`src/rtl/rpm_pkg.sv`:
```
package rpm_pkg;

    typedef enum logic [3:0] {
        S_IDLE,
        S_REQ,
        S_REF,
        S_TRFC,
        S_PD,
        S_PD_WAKE,
        S_PD_EXIT,
        S_SR_REQ,
        S_SR_ENTER,
        S_SR,
        S_SR_EXIT
    } rpm_state_e;

    localparam logic [2:0] UCMD_PWRDN   = 3'b101;
    localparam logic [2:0] UCMD_SELFREF = 3'b110;

    // {CS#, RAS#, CAS#, WE#}
    localparam logic [3:0] BUS_NOP  = 4'b0111;
    localparam logic [3:0] BUS_AREF = 4'b0001;

    localparam logic [1:0] MODE_ACT = 2'b00;
    localparam logic [1:0] MODE_PD  = 2'b01;
    localparam logic [1:0] MODE_SR  = 2'b10;

endpackage

```
`src/rtl/rpm_refresh_timer.sv`:
```
module rpm_refresh_timer #(
    parameter int PERIOD_W = 16
) (
    input  logic                clk,
    input  logic                rst_n,
    input  logic [PERIOD_W-1:0] period,
    input  logic                reload,
    output logic                due
);

    logic [PERIOD_W-1:0] cnt_q;
    logic                armed_q;

    always_ff @(posedge clk or negedge rst_n) begin
        if (!rst_n) begin
            cnt_q   <= '0;
            armed_q <= 1'b0;
        end else if (!armed_q || reload) begin
            cnt_q   <= period;
            armed_q <= 1'b1;
        end else if (cnt_q != '0) begin
            cnt_q <= cnt_q - 1'b1;
        end
    end

    assign due = armed_q && (cnt_q == '0);

endmodule

```
`src/rtl/rpm_delay_counter.sv`:
```
module rpm_delay_counter #(
    parameter int W = 8
) (
    input  logic         clk,
    input  logic         rst_n,
    input  logic         load,
    input  logic [W-1:0] load_val,
    output logic         expiring
);

    logic [W-1:0] cnt_q;

    always_ff @(posedge clk or negedge rst_n) begin
        if (!rst_n) begin
            cnt_q <= '0;
        end else if (load) begin
            cnt_q <= load_val;
        end else if (cnt_q != '0) begin
            cnt_q <= cnt_q - 1'b1;
        end
    end

    assign expiring = (cnt_q <= W'(1));

endmodule

```
`src/rtl/rpm_fsm.sv`:
```
module rpm_fsm
    import rpm_pkg::*;
(
    input  logic       clk,
    input  logic       rst_n,
    input  logic [2:0] usr_cmd,
    input  logic       due,
    input  logic       dly_expiring,
    input  logic       bus_grant,
    output logic       ld_trfc,
    output logic       ld_exit,
    output logic       ref_issued,
    output logic       cke,
    output logic [3:0] bus_cmd,
    output logic       bus_req,
    output logic       busy,
    output logic [1:0] lp_mode
);

    rpm_state_e state_q, state_d;
    logic       back_to_pd_q;

    always_comb begin
        state_d = state_q;
        unique case (state_q)
            S_IDLE: begin
                if (usr_cmd == UCMD_PWRDN)        state_d = S_PD;
                else if (usr_cmd == UCMD_SELFREF) state_d = S_SR_REQ;
                else if (due)                     state_d = S_REQ;
            end
            S_REQ:      if (bus_grant) state_d = S_REF;
            S_REF:      state_d = S_TRFC;
            S_TRFC:     if (dly_expiring) state_d = back_to_pd_q ? S_PD : S_IDLE;
            S_PD: begin
                if (usr_cmd == UCMD_PWRDN) state_d = S_PD_EXIT;
                else if (due)              state_d = S_PD_WAKE;
            end
            S_PD_WAKE:  state_d = S_REQ;
            S_PD_EXIT:  state_d = S_IDLE;
            S_SR_REQ:   if (bus_grant) state_d = S_SR_ENTER;
            S_SR_ENTER: state_d = S_SR;
            S_SR:       if (usr_cmd == UCMD_SELFREF) state_d = S_SR_EXIT;
            S_SR_EXIT:  if (dly_expiring) state_d = S_IDLE;
            default:    state_d = S_IDLE;
        endcase
    end

    always_ff @(posedge clk or negedge rst_n) begin
        if (!rst_n) begin
            state_q      <= S_IDLE;
            back_to_pd_q <= 1'b0;
        end else begin
            state_q <= state_d;
            if (state_q == S_PD_WAKE)
                back_to_pd_q <= 1'b1;
            else if (state_q == S_TRFC && dly_expiring)
                back_to_pd_q <= 1'b0;
        end
    end

    always_comb begin
        cke        = 1'b1;
        bus_cmd    = BUS_NOP;
        bus_req    = 1'b0;
        busy       = 1'b1;
        lp_mode    = MODE_ACT;
        ld_trfc    = 1'b0;
        ld_exit    = 1'b0;
        ref_issued = 1'b0;
        unique case (state_q)
            S_IDLE: busy = 1'b0;
            S_REQ: begin
                bus_req = 1'b1;
                lp_mode = back_to_pd_q ? MODE_PD : MODE_ACT;
            end
            S_REF: begin
                bus_req    = 1'b1;
                bus_cmd    = BUS_AREF;
                ref_issued = 1'b1;
                ld_trfc    = 1'b1;
                lp_mode    = back_to_pd_q ? MODE_PD : MODE_ACT;
            end
            S_TRFC: begin
                bus_req = 1'b1;
                lp_mode = back_to_pd_q ? MODE_PD : MODE_ACT;
            end
            S_PD: begin
                cke     = 1'b0;
                busy    = 1'b0;
                lp_mode = MODE_PD;
            end
            S_PD_WAKE: lp_mode = MODE_PD;
            S_PD_EXIT: lp_mode = MODE_ACT;
            S_SR_REQ:  bus_req = 1'b1;
            S_SR_ENTER: begin
                bus_req    = 1'b1;
                cke        = 1'b0;
                bus_cmd    = BUS_AREF;
                ref_issued = 1'b1;
            end
            S_SR: begin
                cke     = 1'b0;
                busy    = 1'b0;
                lp_mode = MODE_SR;
                ld_exit = (usr_cmd == UCMD_SELFREF);
            end
            S_SR_EXIT: lp_mode = MODE_SR;
            default: busy = 1'b1;
        endcase
    end

endmodule

```
`src/rtl/dram_refresh_pm.sv`:
```
module dram_refresh_pm #(
    parameter int PERIOD_W       = 16,
    parameter int TRFC_W         = 4,
    parameter int SR_EXIT_CYCLES = 200
) (
    input  logic                clk,
    input  logic                rst_n,
    input  logic [2:0]          usr_cmd,
    input  logic [PERIOD_W-1:0] refresh_period,
    input  logic [TRFC_W-1:0]   trfc_cycles,
    input  logic                bus_grant,
    output logic                cke,
    output logic [3:0]          bus_cmd,
    output logic                bus_req,
    output logic                busy,
    output logic [1:0]          lp_mode
);
    import rpm_pkg::*;

    localparam int EXIT_W = $clog2(SR_EXIT_CYCLES + 1);
    localparam int DLY_W  = (EXIT_W > TRFC_W) ? EXIT_W : TRFC_W;
    localparam int RUN_W  = EXIT_W + 1;

    logic             due, dly_expiring, ld_trfc, ld_exit, ref_issued;
    logic [DLY_W-1:0] dly_val;

    assign dly_val = ld_exit ? DLY_W'(SR_EXIT_CYCLES) : DLY_W'(trfc_cycles);

    rpm_refresh_timer #(.PERIOD_W(PERIOD_W)) u_timer (
        .clk    (clk),
        .rst_n  (rst_n),
        .period (refresh_period),
        .reload (ref_issued),
        .due    (due)
    );

    rpm_delay_counter #(.W(DLY_W)) u_delay (
        .clk      (clk),
        .rst_n    (rst_n),
        .load     (ld_trfc || ld_exit),
        .load_val (dly_val),
        .expiring (dly_expiring)
    );

    rpm_fsm u_fsm (
        .clk          (clk),
        .rst_n        (rst_n),
        .usr_cmd      (usr_cmd),
        .due          (due),
        .dly_expiring (dly_expiring),
        .bus_grant    (bus_grant),
        .ld_trfc      (ld_trfc),
        .ld_exit      (ld_exit),
        .ref_issued   (ref_issued),
        .cke          (cke),
        .bus_cmd      (bus_cmd),
        .bus_req      (bus_req),
        .busy         (busy),
        .lp_mode      (lp_mode)
    );

    // Observation counters for the checks below
    logic [TRFC_W:0]  since_ar;
    logic [RUN_W-1:0] nop_run;

    always_ff @(posedge clk or negedge rst_n) begin
        if (!rst_n) begin
            since_ar <= '1;
        end else if (bus_cmd == BUS_AREF) begin
            since_ar <= '0;
        end else if (since_ar != '1) begin
            since_ar <= since_ar + 1'b1;
        end
    end

    always_ff @(posedge clk or negedge rst_n) begin
        if (!rst_n) begin
            nop_run <= '0;
        end else if (!cke || bus_cmd != BUS_NOP) begin
            nop_run <= '0;
        end else if (nop_run != '1) begin
            nop_run <= nop_run + 1'b1;
        end
    end

    AST_AR_AFTER_GRANT: assert property (@(posedge clk) disable iff (!rst_n)
        (bus_cmd == BUS_AREF) |-> $past(bus_req && bus_grant));

    AST_REQ_HELD: assert property (@(posedge clk) disable iff (!rst_n)
        (bus_req && !bus_grant) |=> bus_req);

    AST_TRFC_GAP: assert property (@(posedge clk) disable iff (!rst_n)
        (bus_cmd == BUS_AREF) |-> (since_ar >= {1'b0, trfc_cycles}));

    AST_CKE_LOW_QUIET: assert property (@(posedge clk) disable iff (!rst_n)
        (!cke && $past(!cke)) |-> (bus_cmd == BUS_NOP));

    AST_SR_ENTRY_MODE: assert property (@(posedge clk) disable iff (!rst_n)
        (bus_cmd == BUS_AREF && !cke) |=> (lp_mode == MODE_SR && !cke));

    AST_SR_EXIT_SETTLE: assert property (@(posedge clk) disable iff (!rst_n)
        (lp_mode == MODE_ACT && $past(lp_mode) == MODE_SR)
            |-> (nop_run >= RUN_W'(SR_EXIT_CYCLES)));

endmodule

```
`config.mk`:
```
export PLATFORM = sky130hd
export DESIGN_NAME = dram_refresh_pm
export DESIGN_NICKNAME = d
export VERILOG_FILES = /design/src/rtl/rpm_pkg.sv /design/src/rtl/rpm_refresh_timer.sv /design/src/rtl/rpm_delay_counter.sv /design/src/rtl/rpm_fsm.sv /design/src/rtl/dram_refresh_pm.sv
export SDC_FILE = /design/constraint.sdc
export NUM_CORES = 1
export LEC_CHECK = 0
export ABC_AREA = 1
export BUFFER_PORTS_ARGS = -buffer_cell sky130_fd_sc_hd__buf_4
export CAP_MARGIN = 20
export CELL_PAD_IN_SITES_DETAIL_PLACEMENT = 1
export CELL_PAD_IN_SITES_GLOBAL_PLACEMENT = 2
export CORE_ASPECT_RATIO = 1.1
export CORE_MARGIN = 8
export CORE_UTILIZATION = 32
export CTS_BUF_LIST = sky130_fd_sc_hd__clkbuf_8
export DETAILED_ROUTE_END_ITERATION = 8
export PLACE_DENSITY = 0.88
export REMOVE_ABC_BUFFERS = 1
export SLEW_MARGIN = 20
export SYNTH_ARGS = -nofsm -noshare
export SYNTH_HDL_FRONTEND = slang
export SYNTH_SLANG_ARGS = --single-unit
```
`constraint.sdc`:
```
create_clock -name clk -period 1.9 [get_ports clk]
set_input_delay 0.095 -clock clk [delete_from_list [all_inputs] [get_ports clk]]
set_output_delay 0.095 -clock clk [all_outputs]
set_load 0.03 [all_outputs]
```
-- After elaboration in Yosys (flattened, before gate mapping)
Cells that the tools add are included.
- $add $sub $neg: 2
- multiply operators: 0
- divide/modulo/power cells: 0
- order comparisons: 1
- equality and inequality tests: 18
- shifts and indexed selects: 0
- multiplexer cells: 28
- bitwise operators: 0
- reductions and logical operators: 20
- operators by type and width (cell ; number):
    2-to-1 mux 4 bit ; 10
    one-hot mux 4 bit (10 select lines) ; 1
    2-to-1 mux 16 bit ; 2
    2-to-1 mux 8 bit ; 3
    logical NOT 16 bit ; 1
    nonzero test 16 bit ; 1
    subtractor 16 x 1 -> 16 bit, second input constant ; 1
    equality test 4 x 3 -> 1 bit, second input constant ; 3
    equality test 4 bit, second input constant ; 3
    2-to-1 mux 1 bit ; 9
    OR reduction 3 bit ; 3
    equality test 4 x 2 -> 1 bit, second input constant ; 2
    less-or-equal comparator 8 x 1 -> 1 bit, second input constant ; 1
    nonzero test 8 bit ; 1
    subtractor 8 x 1 -> 8 bit, second input constant ; 1
    AND reduction 7 bit ; 1
    equality test 3 bit, second input constant ; 2
    2-to-1 mux 3 bit ; 2
    inequality test 2 x 1 -> 1 bit, second input constant ; 3
    one-hot mux 2 bit (3 select lines) ; 1
    nonzero test 2 bit ; 3
    OR reduction 2 bit ; 3
    OR reduction 5 bit ; 1
    equality test 4 x 1 -> 1 bit, second input constant ; 1
    other kinds (7) ; 10
- bits in registers: 30
- latch bits: 0
- RAM bits: 0
- memory bits (read-only): 0
- input bits: 26
- logic and storage cells: 74
- memories: 0

-- Longest topological paths before layout
Gate-level depths: netlist (run 1).
- depth in word-level cells: 6
- depth in mapped cells: 10
- gate-level depth less buffers: 10

-- Modules after synthesis
A second synthesis (run 1) with hierarchy kept.
- cells, all modules: 373
- area total of the unflattened synthesis: 2427.3 um^2
- modules (own cells, without submodules) (module ; instances ; cells each ; area an instance (um^2) ; seq. area each (um^2)):
    rpm_refresh_timer ; 1 ; 169 ; 1204.9 ; 425.4
    rpm_fsm ; 1 ; 109 ; 615.6 ; 125.1
    rpm_delay_counter ; 1 ; 83 ; 561.8 ; 200.2
    dram_refresh_pm ; 1 ; 12 ; 45.0 ; 0.0

-- Worst setup path after synthesis (run 1)
No wires, ideal clock.
- path type: reg2reg
- start: register u_fsm.state_q[1]
- end: register u_timer.cnt_q[9]
- library setup time: 0.120 ns
- arrival: 1.331 ns
- path slack: 0.450 ns
- cell stages (with the launch flop): 10
- buffers on the path: 2
- cells stage by stage: dfrtp_1 > buf_4 > clkinv_2 > nand2_1 > nor2_1 > nor2_4 > nand2_4 > buf_6 > a21oi_2 > nor2_1
- word-level cells in the longest chain between the ends: 5
- RTL lines (item ; line ; RTL):
    start: declaration ; rpm_fsm.sv:20 ; rpm_state_e state_q, state_d;
    start signal: assignment ; rpm_fsm.sv:53 ; state_q <= state_d;
    equality test 4 bit or equality test 4 x 2 -> 1 bit (tied branches) ; rpm_fsm.sv:70 ; unique case (state_q)
    OR reduction 2 bit (no line) (*) ; - ;
    2-to-1 mux 1 bit (*) ; rpm_fsm.sv:70 ;
    logical OR 1 bit (*) ; rpm_refresh_timer.sv:18 ; end else if (!armed_q || reload) begin
    2-to-1 mux 16 bit or nonzero test 2 bit (tied branches) ; - ;
    end signal: assignment ; rpm_refresh_timer.sv:19 ; cnt_q <= period;
    end signal: assignment ; rpm_refresh_timer.sv:22 ; cnt_q <= cnt_q - 1'b1;
    end: declaration ; rpm_refresh_timer.sv:11 ; logic [PERIOD_W-1:0] cnt_q;
Mark *: on every way between the ends. The rest lies on a longest branch, timed or not.
A chain may end at the register's enable or synchronous reset.

-- Final worst setup path (run 1)
- start: register u_fsm.state_q[1]
- end: output port bus_cmd[2]
- word-level cells in the longest chain between the ends: 3
- RTL lines (item ; line ; RTL):
    equality test 4 bit or equality test 4 x 2 -> 1 bit (tied branches) ; rpm_fsm.sv:70 ;
    OR reduction 2 bit (no line) (*) ; - ;
    2-to-1 mux 3 bit (*) ; rpm_fsm.sv:70 ;
    end: declaration ; dram_refresh_pm.sv:13 ; output logic [3:0] bus_cmd,
Marks and branches as above.

==> results.toml, run 1 <==
[final_layout]
final_nets = 388
area_growth_pct = 19.71
instances_no_fill = 441
antennaDiodeCount = 0
multi_input_area_um2 = 1219
final-seq-area_um2 = 750.7
layout-drive-gt1-share_pct = 19.22
stdcell_area_um2 = 2599
fill_cells = 875

[global_route]
grt_first_pass_wirelength_um = 10460
busiest_layer = "met2"
grtUsageMet3_pct = 2.866
met1_usage_pct = 15.14
antenna_found_initial = 0
grt_usage_pct = 13.50
overflow = 0
grt_max_degree = 31
grt_pass1_vias = 2271
grt_use_met2_pct = 24.95

[power_and_ir_drop]
p_int_w = 0.002060
ir_drop_uv = 636.8
leakage_nw = 1.320
powerDensity_nw_per_um2 = 1530
pwr-share-seq_pct = 29.4
power.switching_w = 0.001915
total_power_w = 0.003975
p_comb_share_pct = 54.5
swShare_pct = 48.17
clockPowerShare_pct = 16.1

[sta]
fin_crit_sh_pct = 89.29
clock_skew_ns = 0.005245
fin_ws_ns = 0.2035
setup_tns_ns = 0
drv_slew = 0
max_freq_ghz = 0.5895
rsz0062_at_grt = "no"
finalHoldViolations = 0
fin_crit_ns = 1.696
setup_viol = 0

[synthesis]
synth_top_area_share_pct = 34.58
synth_edf_count = 0
synth.avg_cell_area_um2 = 6.763
synth_ff_type = "dfrtp_1"
synth_warnings = 0
ys_ff_latch = 30
ys_async_sr_fraction_pct = 100.0
syn_area_um2 = 2171
yosysUniqueCellTypes = 30
yosys-top-cells-area = "dfrtp_1 35%, nand2_1 14%, nor2_1 11%"
synth_top_cells_by_count = "81 x nand2_1, 66 x nor2_1, 33 x inv_1, 30 x dfrtp_1, 17 x o21ai_0"
synth.most_common_cell = "nand2_1"
yosysSeqAreaShare_pct = 34.58
synth_top_area_cell = "dfrtp_1"
synthesis.instances = 321

[clocking]
cts_tree = "built"
clockRootBuffer = "clkbuf_8"
cts_hold_buf = 1
cts.sinks = 30
ctsResizeCount = 0
path_clk_slew_ns = 0.07
cts_buffers = 5
cts_max_level = 2
cts_post_setup_buffers_inserted = 0
clkLatencyLatePin_ns = 0.29
clockBufferDepth = 2

[detailed_routing]
routed_via_density = 4.730
vias = 2086
firstDrtPassIters = 4
detail-route-antenna-nets = 0
routedWlPerCell_um = 13.36
wl_um = 5890
drtIter0Drc = 50
remaining_drc_errors = 0

[setup_path]
required_ns = 1.80
cpPeakStageDelay_ns = 0.53
crit-reg2reg-launch = "u_fsm.state_q[1]"
crit_path_top_delay_cell = "dfrtp_1"
worstPathArrival_ns = 1.60
critPathLaunch = "u_fsm.state_q[1]"
crit_family = "flip-flops"
critPathMaxFanout = 8
worstSetupPathType = "flop to primary output"
path_buf_inv = 2
endpoint_kind = "primary output"
start_kind = "flop"
cp_cell_sequence = "clkinv_2 -> nand2_1 -> nor2_1 -> nor2_4 -> buf_4"

[placement]
pre_cts_slack_ns = 0.1682
dp_hpwl_um = 4745
place_inst = 432
routabilityCongestion = 0.8049
placed_area_um2 = 2480
portBuffers = 32

[hold_path]
hold_class = "input pin to flop"
holdCritStartpoint = "refresh_period[3]"

[floorplan]
ios = 35
die-width_um = 94.53
dieArea_um2 = 9678
rows = 31
die_h_um = 102.4
start_util_pct = 32.92
core_um2 = 6594

[run]
maxCapViolCount = 0

[outcome]
outcome = "complete, no violations"
==> metal layers <==
| layer | vias to the layer above | routed length [um] |
|---|---|---|
| met2 | 32 | 3006 |
| met5 | - | 0 |
| met1 | 977 | 2602 |
| met4 | 0 | 60 |
| met3 | 6 | 220 |
| li1 | 1071 | - |
==> worst register-to-register path, cell delays in order (launching register included) <==
cell,delay [ns]
dfrtp_1,0.53
clkinv_2,0.14
nand2_1,0.18
nor2_1,0.09
nor2_4,0.18
nand4_2,0.23
o21ai_0,0.16
nor2_1,0.07
==> area by class of cell <==
class,count,area share (%)
multi-input combinational,246,46.89
tap,82,3.948
sequential,30,28.89
timing repair buffer,35,10.21
clock buffer,5,2.648
inverter,40,5.874
clock inverter,3,1.541
==> power groups by stage <==
stage | registers (W) | logic, W | clock network [W]
finish | 0.00117 | 0.00217 | 0.000640
global route | 0.00121 | 0.00248 | 0.000688
CTS | 0.00117 | 0.00221 | 0.000659
detailed placement | 0.00118 | 0.00220 | 0
global placement | 0.00117 | 0.00214 | 0
floorplan | 0.00110 | 0.00160 | 0
==> final timing paths <==
check | endpoint | slack, ns | cells after the start
max reg2reg | u_timer.cnt_q[15] | 0.21 | 7
max | bus_cmd[2] | 0.20 | 5
max in group asynchronous | u_timer.cnt_q[14] | 1.32 | 2
min | u_timer.cnt_q[3] | 0.06 | 3
min in group asynchronous | u_delay.cnt_q[5] | 0.27 | 2
min reg2reg | u_timer.cnt_q[1] | 0.52 | 2
==> per-stage QoR <==
stage | hold slack (ns) | util [%]
2_1_floorplan | -0.2006 | -
3_3_place_gp | 0.05654 | 37.61
3_5_place_dp | 0.05828 | 37.61
4_1_cts | 0.05618 | 39.41
5_1_grt | 0.05602 | 39.41
6_report | 0.06140 | 39.41
==> kinds of logic after synthesis <==
kind of cell | count (synthesis) | synth area share (%)
and+or+nand+nor | 190 | 39.31
buffers and inverters | 46 | 9.453
AOI/OAI and AO/OA | 35 | 8.357
DFF | 30 | 34.58
xor gates and xnor gates | 14 | 5.649
adders and majority gates | 4 | 2.306
other | 2 | 0.3460
==> layout by cell type, fill, tap and decap left out <==
master,count
nand2_1,81
nor2_1,66
buf_4,34
inv_1,33
dfrtp_1,30
o21ai_0,17
nand3_1,14
a21oi_1,12
xor2_1,7
xnor2_1,7
nand2_2,6
nand4_1,6
inv_2,5
clkbuf_8,5
clkinv_2,4
ha_1,4
nor2_2,3
nand3_2,3
o21ai_1,3
conb_1,3
o22ai_1,2
nand2_4,2
nor2_4,2
nor3_1,2
nor2_8,1
nand4_2,1
or2_2,1
nand3b_1,1
a21oi_2,1
nor4_1,1
bufinv_16,1
dlygate4sd3_1,1
==> registers in the layout (all words and copies together), names as in the netlist <==
name	cells
u_delay.cnt_q	8
u_fsm.back_to_pd_q	1
u_timer.armed_q	1
u_fsm.state_q	4
u_timer.cnt_q	16
Power figures use the tool's default switching activity.
==> inputs of run 2 (changes only) <==
REMOVE_ABC_BUFFERS = unset   (was 1)
==> results.toml, run 2 (same netlist as run 1, synthesis figures left out) <==
[floorplan]
die_h_um = 102.4
dieArea_um2 = 9678
ios = 35
start_util_pct = 32.92
core_um2 = 6594
die-width_um = 94.53
rows = 31

[setup_path]
required_ns = 2.06
path_buf_inv = 1
worstPathArrival_ns = 1.86
cp_cell_sequence = "clkinv_2 -> nand2_1 -> nor2_1 -> nor2_4 -> nand4_2 -> o21ai_0 -> nor2_1"
start_kind = "flop"
critPathMaxFanout = 8
worstSetupPathType = "flop to flop"
crit_family = "simple AND/OR/NAND/NOR gates"
crit_top_cell = "nor2_1"
cpPeakStageDelay_ns = 0.52
endpoint_kind = "flop"
crit_path_top_delay_cell = "dfrtp_1"

[clocking]
cts.sinks = 30
cts_buffers = 5
clkLatencyLatePin_ns = 0.28
cts_tree = "built"
cts_max_level = 2
clockBufferDepth = 2
path_clk_slew_ns = 0.07
clockRootBuffer = "clkbuf_8"

[final_layout]
final_nets = 387
reg_top3 = "u_timer.cnt_q x16, u_delay.cnt_q x8, u_fsm.state_q x4"
layout-drive-gt1-share_pct = 18.72
final_core_util_pct = 39.03
antennaDiodeCount = 0
largest_reg_flops = 16
top_register = "u_timer.cnt_q"
final_cell_mix = "81 x nand2_1, 66 x nor2_1, 34 x inv_1, 33 x buf_4, 30 x dfrtp_1"
final_common_cell = "nand2_1"
area_growth_pct = 18.56

[power_and_ir_drop]
leakage_nw = 1.309
ir_drop_uv = 749.4
swShare_pct = 49.31
p_comb_share_pct = 55.7
pwr-share-seq_pct = 30.4
p_int_w = 0.001953
powerDensity_nw_per_um2 = 1497
power.switching_w = 0.001900
clockPowerShare_pct = 13.8

[placement]
routabilityCongestion = 0.7986
portBuffers = 32
pre_cts_slack_ns = 0.1575
dp_hpwl_um = 4733

[detailed_routing]
drtIter0Drc = 44
firstDrtPassIters = 4
remaining_drc_errors = 0
vias = 2087
routedWlPerCell_um = 13.54
detail-route-antenna-nets = 0
wl_um = 5958
routed_via_density = 4.743

[sta]
finalHoldViolations = 0
fin_crit_ns = 1.697
clock_skew_ns = 0.008581
max_freq_ghz = 0.5893
drv_slew = 0
fin_ws_ns = 0.2032
setup_viol = 0
rsz0062_at_grt = "no"
setup_tns_ns = 0
fin_crit_sh_pct = 89.31
hold_ws_ns = 0.06701

[global_route]
antenna_found_initial = 0
overflow = 0
grt_first_pass_wirelength_um = 10010
grt_pass1_vias = 2101
grt_max_degree = 31
grt_usage_pct = 12.99

[outcome]
outcome = "complete, no violations"

[hold_path]
hold_class = "input pin to flop"

[run]
maxCapViolCount = 0
## run 2: path summary, 6_finish.rpt
kind	startpoint	end	slack, ns	depth (start not counted)
worst min register to register	u_timer.cnt_q[1]	u_timer.cnt_q[1]	0.53	2
worst max register to register	u_fsm.state_q[1]	u_timer.cnt_q[15]	0.20	7
max in group asynchronous	rst_n	u_fsm.state_q[3]	1.32	2
min in group asynchronous	rst_n	u_delay.cnt_q[0]	0.29	2
worst max-delay path	u_fsm.state_q[1]	u_timer.cnt_q[15]	0.20	7
worst min-delay path	refresh_period[8]	u_timer.cnt_q[8]	0.07	3
## run 2: tightest hold or removal path, delay by kind of cell
kind | cells | cell delay [ns]
buffers and inverters | 1 | 0.11
AOI/OAI and AO/OA | 1 | 0.06
and+or+nand+nor | 1 | 0.05
## run 2: stage by stage
step	instance area, um2	std cells	power, W
after floorplan	2175	322	0.002761
after detailed placement	2472	431	0.003355
after global placement	2472	431	0.003302
final	2574	440	0.003854
after CTS	2574	440	0.003919
after global routing	2574	440	0.004241
## run 2: power groups by stage
stage / logic (W) / registers, W / clock network [W]
floorplan: 0.00168 / 0.00108 / 0
global placement: 0.00214 / 0.00117 / 0
detailed placement: 0.00218 / 0.00118 / 0
CTS: 0.00219 / 0.00117 / 0.000555
global route: 0.00246 / 0.00121 / 0.000572
finish: 0.00215 / 0.00117 / 0.000533
## run 2: metal layers
metal / routed length [um] / part of all wire (%) / up-vias / GRT usage (%)
met4: 55 / 0.92 / 0 / 3.486
met1: 2750 / 46 / 969 / 16.05
met3: 234 / 3.9 / 5 / 2.425
met2: 2917 / 49 / 38 / 22.43
met5: 0 / 0 / - / 0
li1: - / - / 1075 / -
## run 2: area by class of cell
| class | count | area, um2 |
|---|---|---|
| Clock inverter | 2 | 8.758 |
| Clock buffer | 6 | 82.58 |
| Inverter | 40 | 152.6 |
| Timing Repair Buffer | 34 | 257.7 |
| Tap cell | 82 | 102.6 |
| Multi-Input combinational cell | 246 | 1219 |
| Sequential cell | 30 | 750.7 |
| Fill cell | 874 | 4020 |
## run 2: what timing repair did
item                      4_1_cts  5_1_grt
buffers inserted                0        0
gates resized for setup         0        0
hold buffers                    1        0
hold endpoints to repair       30        0
==> inputs of run 3 (changes only) <==
CORE_UTILIZATION = 34   (was 32)
PLACE_DENSITY = 0.92   (was 0.88)
clock period = 2.2 ns   (was 1.9 ns; I/O delays follow)
==> results.toml, run 3 (same netlist as run 1, synthesis figures left out) <==
[outcome]
outcome = "complete, no violations"

[sta]
clock_skew_ns = 0.005660
fin_crit_sh_pct = 77.12
setup_viol = 0
rsz0062_at_grt = "no"
max_freq_ghz = 0.5894
drv_slew = 0
finalHoldViolations = 0
setup_tns_ns = 0
fin_crit_ns = 1.697
fin_ws_ns = 0.5033

[final_layout]
final_nets = 386
instances_no_fill = 437
final_cell_mix = "81 x nand2_1, 66 x nor2_1, 34 x inv_1, 32 x buf_4, 30 x dfrtp_1"
layout-drive-gt1-share_pct = 18.49
antennaDiodeCount = 0
largest_reg_flops = 16
final_core_util_pct = 41.39
top_register = "u_timer.cnt_q"
fill_cells = 835
final_common_cell = "nand2_1"
area_growth_pct = 18.10
reg_top3 = "u_timer.cnt_q x16, u_delay.cnt_q x8, u_fsm.state_q x4"

[clocking]
cts_buffers = 5
clockRootBuffer = "clkbuf_8"
clkLatencyLatePin_ns = 0.28
clockBufferDepth = 2
cts_tree = "built"
path_clk_slew_ns = 0.06
cts_max_level = 2
cts.sinks = 30

[power_and_ir_drop]
powerDensity_nw_per_um2 = 1284
ir_drop_uv = 601.5
leakage_nw = 1.304

[detailed_routing]
remaining_drc_errors = 0
wl_um = 5759
routed_via_density = 4.744
vias = 2073
drtIter0Drc = 33
routedWlPerCell_um = 13.18
detail-route-antenna-nets = 0
firstDrtPassIters = 4

[placement]
pre_cts_slack_ns = 0.4877
place_inst = 428
portBuffers = 32
routabilityCongestion = 0.8540
dp_hpwl_um = 4595

[floorplan]
dieArea_um2 = 9201
die_h_um = 99.81
rows = 30
ios = 35
core_um2 = 6193
start_util_pct = 35.05
die-width_um = 92.19

[setup_path]
required_ns = 2.09
start_kind = "flop"
worstPathArrival_ns = 1.59
critPathMaxFanout = 8
endpoint_kind = "primary output"
worstSetupPathType = "flop to primary output"

[global_route]
overflow = 0
grt_pass1_vias = 2232
antenna_found_initial = 0
grt_usage_pct = 13.75
grt_first_pass_wirelength_um = 10350
grt_max_degree = 31

[hold_path]
hold_class = "input pin to flop"

[run]
maxCapViolCount = 0
run 3: layout make-up:
type                            count  area [um2]  share of cell area (%)
Multi-Input combinational cell    246        1219                   47.54
Sequential cell                    30       750.7                   29.28
Timing Repair Buffer               33       250.2                   9.761
Inverter                           40       152.6                   5.954
Tap cell                           80       100.1                   3.904
Clock buffer                        6       82.58                   3.221
Clock inverter                      2       8.758                  0.3416
run 3: layer usage:
metal / up-vias / track usage, % / routed length [um]
li1: 1066 / - / -
met5: - / 0 / 0
met1: 970 / 15.99 / 2540
met4: 0 / 5.335 / 83
met2: 29 / 23.90 / 2954
met3: 8 / 3.062 / 180
run 3: final timing paths:
path	startpoint	endpoint	slack, ns	cells after the start
worst max-delay path	u_fsm.state_q[1]	bus_cmd[2]	0.50	4
worst min-delay path	refresh_period[2]	u_timer.cnt_q[2]	0.08	3
worst max register to register	u_fsm.state_q[3]	u_timer.cnt_q[11]	0.53	7
worst min register to register	u_timer.cnt_q[1]	u_timer.cnt_q[1]	0.53	2
max in group asynchronous	rst_n	u_timer.cnt_q[15]	1.61	2
min in group asynchronous	rst_n	u_delay.cnt_q[5]	0.30	2
run 3: what timing repair did:
action | CTS | global route
hold buffers | 1 | 0
gates resized for setup | 0 | 0
hold endpoints to repair | 30 | 0
buffers inserted | 0 | 0
setup endpoints to repair | 0 | 0
run 3: critical path, stage by stage (launching register included):
cell and delay, ns:
dfrtp_1 0.51, nand2_1 0.16, nor2_2 0.33, nor2_4 0.12, buf_4 0.19
run 3: report_power, final:
group | internal, W | switching (W) | total [W]
Clock | 0.000247 | 0.000209 | 0.000457
Sequential | 0.000774 | 0.000225 | 0.000999
Combinational | 0.000657 | 0.00118 | 0.00184
Total | 0.00168 | 0.00161 | 0.00329
run 3: through the flow:
step           hold slack, ns  cell area [um2]  power [W]
4_1_cts               0.07414             2564   0.003350
6_report              0.08342             2564   0.003293
5_1_grt               0.08470             2564   0.003653
3_5_place_dp          0.07024             2462   0.002873
2_1_floorplan         -0.1856             2175   0.002385
3_3_place_gp          0.06559             2462   0.002826
